## config.mk

```make
export PLATFORM = sky130hd
export DESIGN_NAME = asr_ctrl
export DESIGN_NICKNAME = d
export VERILOG_FILES = /design/src/rtl/asr_pkg.sv /design/src/rtl/asr_cnt.sv /design/src/rtl/asr_lane_map.sv /design/src/rtl/asr_req_hold.sv /design/src/rtl/asr_ctrl.sv
export SDC_FILE = /design/constraint.sdc
export NUM_CORES = 1
export LEC_CHECK = 0
export CORE_MARGIN = 2
export CORE_UTILIZATION = 47
export CTS_CLUSTER_DIAMETER = 200
export DETAILED_ROUTE_END_ITERATION = 10
export DONT_BUFFER_PORTS = 1
export PLACE_DENSITY_LB_ADDON = 0.12
export SYNTH_ARGS = -nofsm -noshare
export SYNTH_HDL_FRONTEND = slang
export SYNTH_HIERARCHICAL = 1
export SYNTH_SLANG_ARGS = --single-unit
```

## constraint.sdc

```tcl
create_clock -name clk -period 1.7 [get_ports clk]
set_clock_uncertainty 0.15 [all_clocks]
set_input_delay 0.17 -clock clk [delete_from_list [all_inputs] [get_ports clk]]
set_output_delay 0.17 -clock clk [all_outputs]
set_load 0.02 [all_outputs]
```

## src/rtl/asr_pkg.sv

```systemverilog
package asr_pkg;

   typedef enum logic [2:0] {
      ST_IDLE = 3'd0,
      ST_TURN = 3'd1,
      ST_READ = 3'd2,
      ST_WLOW = 3'd3,
      ST_WREC = 3'd4
   } asr_state_e;

   function automatic int unsigned imax(input int unsigned a, input int unsigned b);
      return (a > b) ? a : b;
   endfunction

   // nanoseconds to cycles, rounded up, never below one
   function automatic int unsigned ns_to_cyc(input int unsigned ns, input int unsigned period);
      int unsigned c;
      c = (ns + period - 1) / period;
      return (c < 1) ? 1 : c;
   endfunction

endpackage

```

## src/rtl/asr_cnt.sv

```systemverilog
module asr_cnt #(
   parameter int unsigned CW = 2
) (
   input  logic          clk,
   input  logic          rst_n,
   input  logic          load,
   input  logic [CW-1:0] load_val,
   output logic          last
);
   logic [CW-1:0] cnt_q;

   always_ff @(posedge clk) begin
      if (!rst_n)
         cnt_q <= '0;
      else if (load)
         cnt_q <= load_val;
      else if (cnt_q != '0)
         cnt_q <= cnt_q - 1'b1;
   end

   assign last = (cnt_q == '0);
endmodule

```

## src/rtl/asr_lane_map.sv

```systemverilog
module asr_lane_map #(
   parameter int unsigned LANES = 2
) (
   input  logic             en,
   input  logic [LANES-1:0] mask,
   output logic [LANES-1:0] be_n
);
   for (genvar g = 0; g < LANES; g++) begin : g_lane
      assign be_n[g] = ~(en & mask[g]);
   end
endmodule

```

## src/rtl/asr_req_hold.sv

```systemverilog
module asr_req_hold #(
   parameter int unsigned AW    = 16,
   parameter int unsigned DW    = 16,
   parameter int unsigned LANES = 2
) (
   input  logic             clk,
   input  logic             rst_n,
   input  logic             take,
   input  logic [AW-1:0]    addr_i,
   input  logic [DW-1:0]    data_i,
   input  logic [LANES-1:0] mask_i,
   output logic [AW-1:0]    addr_o,
   output logic [DW-1:0]    data_o,
   output logic [LANES-1:0] mask_o
);
   always_ff @(posedge clk) begin
      if (!rst_n) begin
         addr_o <= '0;
         data_o <= '0;
         mask_o <= '0;
      end else if (take) begin
         addr_o <= addr_i;
         data_o <= data_i;
         mask_o <= mask_i;
      end
   end
endmodule

```

## src/rtl/asr_ctrl.sv

```systemverilog
module asr_ctrl
   import asr_pkg::*;
#(
   parameter int unsigned AW        = 16,
   parameter int unsigned DW        = 16,
   parameter int unsigned CLK_NS    = 8,
   parameter int unsigned T_RC_NS   = 10,
   parameter int unsigned T_AA_NS   = 10,
   parameter int unsigned T_WC_NS   = 10,
   parameter int unsigned T_WP_NS   = 7,
   parameter int unsigned T_AW_NS   = 7,
   parameter int unsigned T_DW_NS   = 5,
   parameter int unsigned T_HZ_NS   = 5,
   localparam int unsigned LANES    = DW / 8
) (
   input  logic             clk,
   input  logic             rst_n,
   input  logic             req_valid,
   output logic             req_ready,
   input  logic             req_write,
   input  logic [AW-1:0]    req_addr,
   input  logic [DW-1:0]    req_wdata,
   input  logic [LANES-1:0] req_mask,
   output logic [DW-1:0]    rsp_data,
   output logic             rsp_valid,
   output logic [AW-1:0]    mem_addr,
   output logic             mem_cs_n,
   output logic             mem_we_n,
   output logic             mem_oe_n,
   output logic [LANES-1:0] mem_be_n,
   output logic [DW-1:0]    mem_dq_out,
   output logic             mem_dq_oe,
   input  logic [DW-1:0]    mem_dq_in
);
   localparam int unsigned RD_CYC  = ns_to_cyc(imax(T_RC_NS, T_AA_NS), CLK_NS);
   localparam int unsigned WP_CYC  = ns_to_cyc(imax(T_WP_NS, imax(T_AW_NS, T_DW_NS)), CLK_NS);
   localparam int unsigned WC_CYC  = ns_to_cyc(T_WC_NS, CLK_NS);
   localparam int unsigned REC_CYC = (WC_CYC > WP_CYC + 1) ? (WC_CYC - WP_CYC) : 1;
   localparam int unsigned TA_CYC  = ns_to_cyc(T_HZ_NS, CLK_NS);
   localparam int unsigned MAXC    = imax(imax(RD_CYC, WP_CYC), imax(REC_CYC, TA_CYC));
   localparam int unsigned CW      = (MAXC < 2) ? 1 : $clog2(MAXC);

   if (DW % 8 != 0 || DW == 0) begin : g_bad_dw
      $error("asr_ctrl: DW must be a non-zero multiple of 8");
   end
   if (CLK_NS == 0) begin : g_bad_clk
      $error("asr_ctrl: CLK_NS must be non-zero");
   end
   if (AW == 0) begin : g_bad_aw
      $error("asr_ctrl: AW must be non-zero");
   end

   asr_state_e       state_q, state_d;
   logic             cnt_load, cnt_last;
   logic [CW-1:0]    cnt_val;
   logic             take, rd_done, turn_q;
   logic [LANES-1:0] hold_mask;
   logic             lanes_on;

   assign take    = req_valid && (state_q == ST_IDLE);
   assign rd_done = (state_q == ST_READ) && cnt_last;

   always_comb begin
      state_d  = state_q;
      cnt_load = 1'b0;
      cnt_val  = '0;
      unique case (state_q)
         ST_IDLE: if (req_valid) begin
            cnt_load = 1'b1;
            if (!req_write) begin
               state_d = ST_READ;
               cnt_val = CW'(RD_CYC - 1);
            end else if (turn_q) begin
               state_d = ST_TURN;
               cnt_val = CW'(TA_CYC - 1);
            end else begin
               state_d = ST_WLOW;
               cnt_val = CW'(WP_CYC - 1);
            end
         end
         ST_TURN: if (cnt_last) begin
            state_d  = ST_WLOW;
            cnt_load = 1'b1;
            cnt_val  = CW'(WP_CYC - 1);
         end
         ST_READ: if (cnt_last) state_d = ST_IDLE;
         ST_WLOW: if (cnt_last) begin
            state_d  = ST_WREC;
            cnt_load = 1'b1;
            cnt_val  = CW'(REC_CYC - 1);
         end
         ST_WREC: if (cnt_last) state_d = ST_IDLE;
         default: state_d = ST_IDLE;
      endcase
   end

   always_ff @(posedge clk) begin
      if (!rst_n) begin
         state_q   <= ST_IDLE;
         turn_q    <= 1'b0;
         rsp_valid <= 1'b0;
         rsp_data  <= '0;
      end else begin
         state_q   <= state_d;
         turn_q    <= rd_done;
         rsp_valid <= rd_done;
         if (rd_done) rsp_data <= mem_dq_in;
      end
   end

   asr_cnt #(.CW(CW)) cnt_i (
      .clk      (clk),
      .rst_n    (rst_n),
      .load     (cnt_load),
      .load_val (cnt_val),
      .last     (cnt_last)
   );

   asr_req_hold #(.AW(AW), .DW(DW), .LANES(LANES)) hold_i (
      .clk    (clk),
      .rst_n  (rst_n),
      .take   (take),
      .addr_i (req_addr),
      .data_i (req_wdata),
      .mask_i (req_mask),
      .addr_o (mem_addr),
      .data_o (mem_dq_out),
      .mask_o (hold_mask)
   );

   assign lanes_on = (state_q == ST_READ) || (state_q == ST_WLOW);

   asr_lane_map #(.LANES(LANES)) lane_i (
      .en   (lanes_on),
      .mask (hold_mask),
      .be_n (mem_be_n)
   );

   assign req_ready = (state_q == ST_IDLE);
   assign mem_cs_n  = ~lanes_on;
   assign mem_oe_n  = (state_q != ST_READ);
   assign mem_we_n  = (state_q != ST_WLOW);
   assign mem_dq_oe = (state_q == ST_WLOW) || (state_q == ST_WREC);
endmodule

```

==> key figures, run 1 <==
GRT
  – GRT Util Overall: around 20%
  – Largest net degree at the start of global routing: between 50 and 60
  – GR Overflow Total: 0
  – Vias in the first global route: 1778
  – First-pass GRT wire length: ~8100 um
  – Initial antenna violation count: 0

Timing
  – Min Tclk post-route: 1.64 ns
  – Relative slew slack: between 80% and 90%
  – Final Hold Viols: 0
  – Tcrit/Tclk final: 96.3%
  – Final setup margin: around 0.064 ns
  – RSZ-0062 raised after global routing: true
  – Setup TNS: 0 ns
  – Endpoints failing setup: 0
  – Max-slew violations: 0
  – Slew at the pin closest to its max-slew limit: about 0.27 ns
  – Max frequency: slightly above 600 MHz

Synth
  – FF+latch count, synth: 55
  – Post-synth EDFFs: 0
  – Synth Area in XOR/XNOR: 0%
  – Synthesized area: ~2300 um2
  – Synth warn: 6
  – Syn Inst Count: ~220
  – Complex-gate fraction of the synthesized area: approximately 8.9%
  – Mapped Nets: 276
  – Syn Area/Cell: about 10 um2
  – Ys flop type: dfxtp_1
  – Multiplexer share of the synthesized area: 15.7%
  – Ys async rst share: 0%
  – Distinct cells, synth: 28
  – Sequential area share after synthesis: a little under half
  – Synth Area in Simple Gates: 20.3%
  – Adder-cell area share of the yosys netlist: 0%
  – Main combinational cell family by area after synthesis: simple AND/OR/NAND/NOR gates

Power
  – Maximum VDD drop: about 0.57 mV
  – Pleak: roughly 1.1 nW
  – Pwr Density: approximately 1100 nW/um2

Cells and area
  – Post-layout util: between 60% and 70%
  – Area of the multi-input gates: 1050 um2
  – Diode count: 0
  – Non-Filler Instances: approximately 350
  – Post-route cell area: 3000 um2
  – Layout cell share with drive strength beyond 1: a little over an eighth
  – Layout fillers: 389
  – Final #Nets: roughly 330
  – Storage cell area: approximately 1100 um2
  – Area grow syn2layout: 30.6%

Critical path
  – Slowest Stage Delay on Critical Path: between 0.3 and 0.4 ns
  – Critical setup path kind: reg -> out
  – Crit-path cells: buf_4, nor2b_1, buf_4, nand2_1
  – Worst path slowest cell: dfxtp_1
  – CP Data Arrival Time: approximately 1.3 ns
  – Setup crit end kind: primary output
  – Setup crit start kind: register
  – Req. time, crit path: about 1.4 ns
  – Most used cell, CP: buf_4
  – Critical-path maximum fanout: 10

Clocking
  – CTS clk-pin slew, worst paths: 0.10 ns
  – CTS tree: yes
  – H-tree levels: 2
  – Max clock buf depth: 2
  – CTS buffer count: 5
  – Clock Latency Late Sink: 0.31 ns
  – Clock Sink Count: between 50 and 60
  – CTS Root Cell: clkbuf_8

Place
  – Dpl hpwl: between 3000 and 4000 um
  – Dpl ws: 0.0887 ns
  – Placed insts: approximately 280
  – Gp weighted congestion: 0.837
  – Placed cell area: ~2300 um2
  – I/O Buffers: 0

Route
  – Drt drc: 0
  – DRT Pass-1 Iters: 4
  – Routed vias: 1743
  – Avg WL per Cell: ~15 um
  – Final WL: around 5300 um
  – DRT iter0 DRCs: 40
  – Drt via density: roughly 5.1
  – Final ANT Viol Nets: 0

Min path
  – Path type of the worst min-delay path: in -> reg

Die
  – Row Count: 25
  – Die area: between 5000 and 6000 um2
  – Die Width: 73.9 um
  – # IOs: 110
  – Height of the die: ~74 um
  – Initial Util: 48.6%
  – Core area: ~4700 um2

Outcome
  – Status: finished clean

Job
  – Max_cap viols: 0
## where the power goes
part	internal, mW	switching, mW	leakage, nW
clock	0.485	0.421	0.0618
sequential	1.41	0.225	0.451
combinational	0.325	0.288	0.625
total	2.22	0.934	1.14
## Yosys cell counts, types with 2 or more instances
cell | number | area share [%]
clkbuf_1 | 5 | 0.82
a21boi_2 | 9 | 4.4
buf_12 | 4 | 3.5
nand2_1 | 39 | 6.4
o21ai_0 | 3 | 0.65
nor2_1 | 4 | 0.65
buf_6 | 3 | 1.5
mux2i_1 | 35 | 15
nor2b_1 | 36 | 9.8
a21boi_0 | 8 | 2.6
dfxtp_1 | 55 | 48
nand3_1 | 2 | 0.44
inv_1 | 4 | 0.65
## kinds of logic after synthesis
logic type | count (synthesis)
simple gates | 88
flops | 55
mux | 36
compound gates | 24
buf+inv | 19
## worst max-delay path, delay by kind of cell (launching register included)
kind,cells,cell delay [ns]
AND/OR/NAND/NOR,2,0.30
buffers and inverters,2,0.35
flip-flops,1,0.35
## what timing repair did
action | 4_1_cts | 5_1_grt
setup buffers | 0 | 0
hold buffers | 53 | 0
hold endpoints to repair | 55 | 0
resized for setup | 1 | 3
gates cloned | 0 | 0
endpoints found under the setup margin | 2 | 17
## area by class of cell
cell class	instances	share of cell area, %
repair buffers	63	20.9
clock buffers	6	2.75
flip-flops and latches	55	36.8
clock inverters	2	1.29
inverters	4	0.500
multi-input cells	148	34.9
well taps	67	2.79
## layer usage
layer / part of all wire, % / vias to the layer above / wire [um] / GRT usage [%]
met2: 54 / 73 / 2850 / 37.4
met1: 37 / 826 / 1930 / 18.8
met3: 7.1 / 12 / 375 / 7.41
li1: - / 832 / - / -
met5: 0 / - / 0 / 0
met4: 1.8 / 0 / 97 / 7.88
## worst paths after layout
| kind | start | to | slack, ns | cells after the start |
|---|---|---|---|---|
| worst max-delay path | state_q[2]$_SDFFE_PN0P_ | mem_be_n[1] | 0.06 | 4 |
| worst min-delay path | req_write | state_q[1]$_SDFFE_PN0P_ | 0.02 | 3 |
| worst max register to register | state_q[1]$_SDFFE_PN0P_ | hold_i/data_o[9]$_SDFFE_PN0P_ | 0.13 | 5 |
| worst min register to register | hold_i/mask_o[0]$_SDFFE_PN0P_ | hold_i/mask_o[0]$_SDFFE_PN0P_ | 0.38 | 2 |
## through the flow
stage          hold slack, ns  power (mW)
2_1_floorplan           0.148        2.10
3_3_place_gp            0.153        2.12
3_5_place_dp            0.159        2.15
4_1_cts                0.0126        3.18
5_1_grt                0.0378        3.31
6_report               0.0177        3.15
## flip-flops by register name, indices dropped and copies added (netlist names)
| name | cells |
|---|---|
| state_q | 3 |
| cnt_i/cnt_q | 1 |
| hold_i/data_o | 16 |
| hold_i/addr_o | 16 |
| hold_i/mask_o | 2 |
| rsp_data | 16 |
| turn_q | 1 |
## layout by cell type, fill, tap and decap left out, drive strengths merged, types with 2 or more instances in the layout
cell type | netlist | layout
nand2 | 39 | 39
a21boi | 17 | 17
mux2i | 35 | 35
dfxtp | 55 | 55
nor2b | 36 | 36
nor2 | 4 | 4
buf | 9 | 11
clkbuf | 6 | 6
and2 | 2 | 2
inv | 4 | 5
nand3 | 2 | 2
o21ai | 3 | 3
dlygate4sd3 | 0 | 52
Power figures use the tool's default switching activity.
==> run 2: changes to the inputs <==
--- a/config.mk
+++ b/config.mk
@@ -10,7 +10,7 @@
 export CTS_CLUSTER_DIAMETER = 200
 export DETAILED_ROUTE_END_ITERATION = 10
 export DONT_BUFFER_PORTS = 1
-export PLACE_DENSITY_LB_ADDON = 0.12
+export PLACE_DENSITY = 0.68
 export SYNTH_ARGS = -nofsm -noshare
 export SYNTH_HDL_FRONTEND = slang
 export SYNTH_HIERARCHICAL = 1
==> run 2 against run 1 <==
Global-route usage decreased by 1.8 points. Sequential share of layout area grew 0.39 points. Die area stayed put. Count of clock-buffer cells in the layout rose by 1. Wire length fell by 5.5%. Design area decreased by 1.2%. Clock power fell by 19%. Cell count is 0.29% lower. First-iteration DRC count grew 28%. Critical path depth did not move. Sequential power about the same. Critical endpoint is now mem_be_n[0]. Largest cell class unchanged.
==> key figures, run 2 (synthesized netlist as in run 1, its figures left out) <==
Die
  – Row Count: 25 (unchanged)
  – Die area: 5460 um2 (unchanged)
  – Height of the die: 73.9 um (unchanged)
  – Core area: 4720 um2 (unchanged)
  – Die Width: 73.9 um (unchanged)
  – # IOs: 110 (unchanged)
  – Initial Util: 48.6% (unchanged)

Critical path
  – Req. time, crit path: 1.38 ns (about the same)
  – Critical setup path kind: reg -> out (unchanged)
  – CP Data Arrival Time: 1.28 ns (was 1.32 ns)
  – Critical-path maximum fanout: 10 (unchanged)
  – Critical path launch point: state_q[2]$_SDFFE_PN0P_ (unchanged)
  – Worst reg2reg path startpoint: state_q[1]$_SDFFE_PN0P_ (unchanged)
  – Setup crit end kind: primary output (unchanged)
  – Setup crit start kind: register (unchanged)

Place
  – Gp weighted congestion: 0.762 (was 0.837)
  – I/O Buffers: 0 (unchanged)
  – Dpl hpwl: 2980 um (was 3260 um)

Route
  – Final ANT Viol Nets: 0 (unchanged)
  – Avg WL per Cell: 14.4 um (was 15.2 um)
  – DRT iter0 DRCs: 51 (was 40)
  – Drt drc: 0 (unchanged)
  – Final WL: 4970 um (was 5250 um)
  – DRT Pass-1 Iters: 4 (unchanged)
  – Routed vias: 1667 (was 1743)
  – Drt via density: 4.85 (was 5.05)

Clocking
  – Clock Sink Count: 55 (unchanged)
  – CTS tree: yes (unchanged)
  – Post-CTS setup buffer count: 0 (unchanged)
  – CTS clk-pin slew, worst paths: 0.08 ns (was 0.10 ns)
  – CTS buffer count: 5 (unchanged)
  – CTS Root Cell: clkbuf_8 (unchanged)
  – H-tree levels: 2 (unchanged)
  – Clock Latency Late Sink: 0.30 ns (was 0.31 ns)
  – Max clock buf depth: 2 (unchanged)

Timing
  – Max frequency: 627 MHz (was 611 MHz)
  – Tcrit/Tclk final: 93.8% (was 96.3%)
  – Max-slew violations: 0 (unchanged)
  – Setup TNS: 0 ns (unchanged)
  – Slew at the pin closest to its max-slew limit: 0.274 ns (was 0.272 ns)
  – Endpoints failing setup: 0 (unchanged)
  – Min Tclk post-route: 1.60 ns (was 1.64 ns)
  – Final Hold Viols: 0 (unchanged)
  – Relative slew slack: 81.7% (was 81.8%)
  – RSZ-0062 raised after global routing: false (was true)

GRT
  – Initial antenna violation count: 0 (unchanged)
  – GRT Util Overall: 17.9% (was 19.7%)
  – Vias in the first global route: 1628 (was 1778)
  – Largest net degree at the start of global routing: 57 (unchanged)
  – First-pass GRT wire length: 7480 um (was 8130 um)
  – GR Overflow Total: 0 (unchanged)

Power
  – Pwr Density: 1000 nW/um2 (was 1050 nW/um2)
  – Pleak: 1.12 nW (was 1.14 nW)
  – Maximum VDD drop: 0.567 mV (was 0.572 mV)
  – Tot Pwr: 2.97 mW (was 3.15 mW)

Cells and area
  – Final #Nets: 330 (was 331)
  – Area grow syn2layout: 29.1% (was 30.6%)
  – Commonest non-fill, non-tap cell in the layout: dfxtp_1 (unchanged)
  – Diode count: 0 (unchanged)
  – Layout cell share with drive strength beyond 1: 12.3% (was 13.3%)
  – Layout fillers: 394 (was 389)
  – Biggest regs: hold_i/addr_o (16), hold_i/data_o (16), rsp_data (16) (unchanged)
  – Most frequent cells in the layout: dfxtp_1 (54), dlygate4sd3_1 (51), nand2_1 (39), nor2b_1 (35), mux2i_1 (35) (was dfxtp_1 (53), dlygate4sd3_1 (52), nand2_1 (37), nor2b_1 (36), mux2i_1 (35))

Min path
  – Min-delay src: req_valid (was req_write)
  – Path type of the worst min-delay path: in -> reg (unchanged)

Job
  – Max_cap viols: 0 (unchanged)

Outcome
  – Status: finished clean (unchanged)
[run 2: worst paths after layout]
| check | to | slack, ns | cells after the start |
|---|---|---|---|
| hold / removal | cnt_i/cnt_q$_SDFF_PN0_ | 0.02 | 3 |
| setup / recovery | mem_be_n[0] | 0.10 | 4 |
| hold reg to reg | hold_i/mask_o[0]$_SDFFE_PN0P_ | 0.38 | 2 |
| setup reg to reg | hold_i/data_o[6]$_SDFFE_PN0P_ | 0.14 | 5 |
[run 2: worst max-delay path, stage by stage (launching register included)]
cell and delay, ns:
dfxtp_1 0.39, buf_4 0.21, nor2b_4 0.06, buf_4 0.14, nand2_1 0.18
[run 2: final cells by class]
type	instances	area [um2]	area share [%]
repair buffers	62	618	20.8
well taps	67	83.8	2.83
clock buffers	7	86.3	2.91
inverters	4	15.0	0.506
multi-input cells	148	1050	35.4
clock inverters	1	8.76	0.295
flip-flops and latches	55	1100	37.2
[run 2: repair_timing]
action                                  4_1_cts  5_1_grt
endpoints found under the hold margin        55        0
endpoints found under the setup margin        5        2
pin swaps                                     0        0
resized for setup                             2        1
hold buffers                                 52        0
[run 2: power by group]
group	leakage (nW)	switching [mW]	internal (mW)
logic	0.624	0.288	0.324
clock network	0.0484	0.398	0.334
registers	0.451	0.217	1.41
total	1.12	0.903	2.07
[run 2: per-stage QoR]
step / cell area (um2) / worst slack [ns] / cells / hold WS (ns) / util (%)
floorplan: 2310 / 0.0267 / 222 / 0.148 / -
global placement: 2330 / 0.186 / 284 / 0.152 / 49.4
detailed placement: 2330 / 0.147 / 284 / 0.157 / 49.4
CTS: 2960 / 0.0429 / 344 / 0.000679 / 62.7
global route: 2970 / 0.0367 / 344 / 0.0438 / 62.8
finish: 2970 / 0.105 / 344 / 0.0189 / 62.8
[run 2: metal layers]
metal  up-vias  wire length (um)  GRT usage, %
li1        834                 -             -
met1       757              2090          20.8
met2        70              2360          29.6
met3         6               457          7.54
met4         0                59          6.46
met5         -                 0             0
==> run 3: changes to the inputs <==
--- a/config.mk
+++ b/config.mk
@@ -5,6 +5,7 @@
 export SDC_FILE = /design/constraint.sdc
 export NUM_CORES = 1
 export LEC_CHECK = 0
+export CORE_ASPECT_RATIO = 1.75
 export CORE_MARGIN = 2
 export CORE_UTILIZATION = 47
 export CTS_CLUSTER_DIAMETER = 200
==> run 3 against run 2 <==
Register-to-register slack hardly changed. Die area is 0.41% higher. Critical path depth is 1 higher. Worst hold slack better by 0.0029 ns. Global-route usage is 0.20 points lower. Critical endpoint is now mem_dq_oe. Highest routed layer unchanged.
==> key figures, run 3 (synthesized netlist as in run 1, its figures left out) <==
Power
  – Combinational share of power: 21.6% (was 20.6%)
  – Clk pwr share: 22.4% (was 24.7%)
  – Psw: 878 uW (was 903 uW)
  – Pleak: 1.12 nW (about the same)
  – Pwr Density: 983 nW/um2 (was 1000 nW/um2)
  – Switching share of power: 30.3% (was 30.4%)
  – Sequential Power Share: 56.0% (was 54.7%)
  – Pint: 2.02 mW (was 2.07 mW)
  – Maximum VDD drop: 0.609 mV (was 0.567 mV)

Cells and area
  – Most frequent cells in the layout: dfxtp_1 (54), dlygate4sd3_1 (51), nand2_1 (37), nor2b_1 (36), mux2i_1 (35) (was dfxtp_1 (54), dlygate4sd3_1 (51), nand2_1 (39), nor2b_1 (35), mux2i_1 (35))
  – Commonest non-fill, non-tap cell in the layout: dfxtp_1 (unchanged)
  – Layout cell share with drive strength beyond 1: 12.3% (about the same)
  – Non-Filler Instances: 328 (was 344)
  – Diode count: 0 (unchanged)
  – Area grow syn2layout: 28.4% (was 29.1%)
  – Final #Nets: 331 (was 330)
  – Biggest regs: hold_i/addr_o (16), hold_i/data_o (16), rsp_data (16) (unchanged)

Critical path
  – Worst reg2reg path startpoint: state_q[0]$_SDFFE_PN0P_ (was state_q[1]$_SDFFE_PN0P_)
  – Worst path slowest cell: dfxtp_1 (unchanged)
  – Setup crit end kind: primary output (unchanged)
  – Setup crit start kind: register (unchanged)
  – WP buf/inv: 2 (unchanged)
  – Critical setup path kind: reg -> out (unchanged)
  – Critical-path maximum fanout: 6 (was 10)
  – Crit-path cells: buf_4, nor2_1, buf_4, nand2_1, nand2_2 (was buf_4, nor2b_4, buf_4, nand2_1)
  – CP delay by family, top: flip-flops (unchanged)
  – Worst reg2reg endpoint: hold_i/data_o[9]$_SDFFE_PN0P_ (was hold_i/data_o[6]$_SDFFE_PN0P_)
  – R2R cell count: 5 (unchanged)
  – R2r setup slk: 0.15 ns (was 0.14 ns)
  – Crit. path cell count: 5 (was 4)
  – Slowest Stage Delay on Critical Path: 0.35 ns (was 0.39 ns)
  – CP Data Arrival Time: 1.30 ns (was 1.28 ns)
  – Req. time, crit path: 1.38 ns (about the same)
  – Most used cell, CP: buf_4 (unchanged)

Clocking
  – Clock Latency Late Sink: 0.29 ns (was 0.30 ns)
  – CTS clk-pin slew, worst paths: 0.09 ns (was 0.08 ns)
  – Post-CTS setup buffer count: 0 (unchanged)
  – CTS tree: yes (unchanged)
  – CTS Root Cell: clkbuf_8 (unchanged)
  – Clock Sink Count: 55 (unchanged)
  – Max clock buf depth: 2 (unchanged)
  – CTS buffer count: 5 (unchanged)
  – H-tree levels: 2 (unchanged)

Die
  – # IOs: 110 (unchanged)
  – Height of the die: 96.5 um (was 73.9 um)
  – Core area: 4710 um2 (was 4720 um2)
  – Row Count: 33 (was 25)
  – Initial Util: 48.8% (was 48.6%)
  – Die Width: 56.9 um (was 73.9 um)
  – Die area: 5490 um2 (was 5460 um2)

Place
  – I/O Buffers: 0 (unchanged)
  – Gp weighted congestion: 0.759 (was 0.762)
  – Placed insts: 270 (was 284)
  – Dpl hpwl: 2950 um (was 2980 um)

GRT
  – First-pass GRT wire length: 7570 um (was 7480 um)
  – Vias in the first global route: 1727 (was 1628)
  – GR Overflow Total: 0 (unchanged)
  – Largest net degree at the start of global routing: 57 (unchanged)
  – GRT Util Overall: 17.7% (was 17.9%)
  – Initial antenna violation count: 0 (unchanged)

Min path
  – Hold Path Sink: cnt_i/cnt_q$_SDFF_PN0_ (unchanged)
  – Path type of the worst min-delay path: in -> reg (unchanged)
  – WHS Path Cells: 3 (unchanged)
  – Min-delay src: req_valid (unchanged)

Route
  – Final WL: 4860 um (was 4970 um)
  – Avg WL per Cell: 14.8 um (was 14.4 um)
  – Final ANT Viol Nets: 0 (unchanged)
  – DRT iter0 DRCs: 43 (was 51)
  – Drt drc: 0 (unchanged)
  – Routed vias: 1691 (was 1667)
  – Drt via density: 5.16 (was 4.85)
  – DRT Pass-1 Iters: 4 (unchanged)

Job
  – Max_cap viols: 0 (unchanged)

Timing
  – Slew at the pin closest to its max-slew limit: 0.352 ns (was 0.274 ns)
  – Endpoints failing setup: 0 (unchanged)
  – Max frequency: 618 MHz (was 627 MHz)
  – Relative slew slack: 76.5% (was 81.7%)
  – Min Tclk post-route: 1.62 ns (was 1.60 ns)
  – Tcrit/Tclk final: 95.1% (was 93.8%)
  – RSZ-0062 raised after global routing: false (unchanged)
  – Final Hold Viols: 0 (unchanged)
  – Setup TNS: 0 ns (unchanged)
  – Max-slew violations: 0 (unchanged)

Outcome
  – Status: finished clean (unchanged)
[run 3: cell types whose count changed in the layout (fill, tap and decap cells not counted), sizes merged]
cell,change
clkbuf,-1
buf,+1
clkinv,-1
[run 3: timing repair]
action                                  in CTS  in global routing
pin swaps                                    0                  0
gates resized for setup                      3                  2
gates cloned                                 0                  0
hold buffers                                52                  0
endpoints found under the setup margin       1                  2
endpoints found under the hold margin       55                  0
[run 3: metal layers]
layer	routed length, um	vias up	track usage, %
met1	1830	780	17.3
met3	404	6	5.99
met4	78	0	8.53
met5	0	-	0
met2	2550	74	33.0
li1	-	831	-
[run 3: how the worst max path moves through the flow]
stage | start | endpoint | slack, ns
2_1_floorplan | state_q[2]$_SDFFE_PN0P_ | hold_i/addr_o[0]$_SDFFE_PN0P_ | 0.03
3_3_place_gp | state_q[0]$_SDFFE_PN0P_ | hold_i/data_o[14]$_SDFFE_PN0P_ | 0.23
3_5_place_dp | state_q[0]$_SDFFE_PN0P_ | hold_i/data_o[14]$_SDFFE_PN0P_ | 0.18
4_1_cts | state_q[2]$_SDFFE_PN0P_ | mem_we_n | 0.02
5_1_grt | state_q[1]$_SDFFE_PN0P_ | mem_dq_oe | 0.01
6_report | state_q[1]$_SDFFE_PN0P_ | mem_dq_oe | 0.08
[run 3: power groups by stage]
stage	combinational [mW]	clock, mW	sequential (mW)
after global routing	0.688	0.727	1.64
final	0.627	0.650	1.62
after floorplan	0.475	0	1.63
after CTS	0.628	0.692	1.62
after global placement	0.500	0	1.65
after detailed placement	0.513	0	1.65
[run 3: worst reg2reg max path: cells and delay by family, from the launching register on]
kind,cells,cell delay (ns)
and+or+nand+nor,3,0.44
muxes,1,0.23
DFF,1,0.42
buffers and inverters,1,0.20
[run 3: cell type report]
class | instances | area (um2)
multi-input combinational | 148 | 1050
clock buffer | 6 | 72.6
sequential | 55 | 1100
inverter | 4 | 15.0
fill | 409 | 1760
timing repair buffer | 63 | 646
tap | 52 | 65.1
[run 3: metrics by stage]
step | total power [mW] | cell area, um2 | hold WS [ns] | util [%] | setup WS, ns
2_1_floorplan | 2.10 | 2310 | 0.148 | - | 0.0267
3_3_place_gp | 2.15 | 2330 | 0.153 | 49.5 | 0.228
3_5_place_dp | 2.16 | 2330 | 0.160 | 49.5 | 0.177
5_1_grt | 3.05 | 2950 | 0.0250 | 62.7 | 0.0109
4_1_cts | 2.94 | 2950 | 0.0152 | 62.6 | 0.0241
6_report | 2.90 | 2950 | 0.0218 | 62.7 | 0.0829
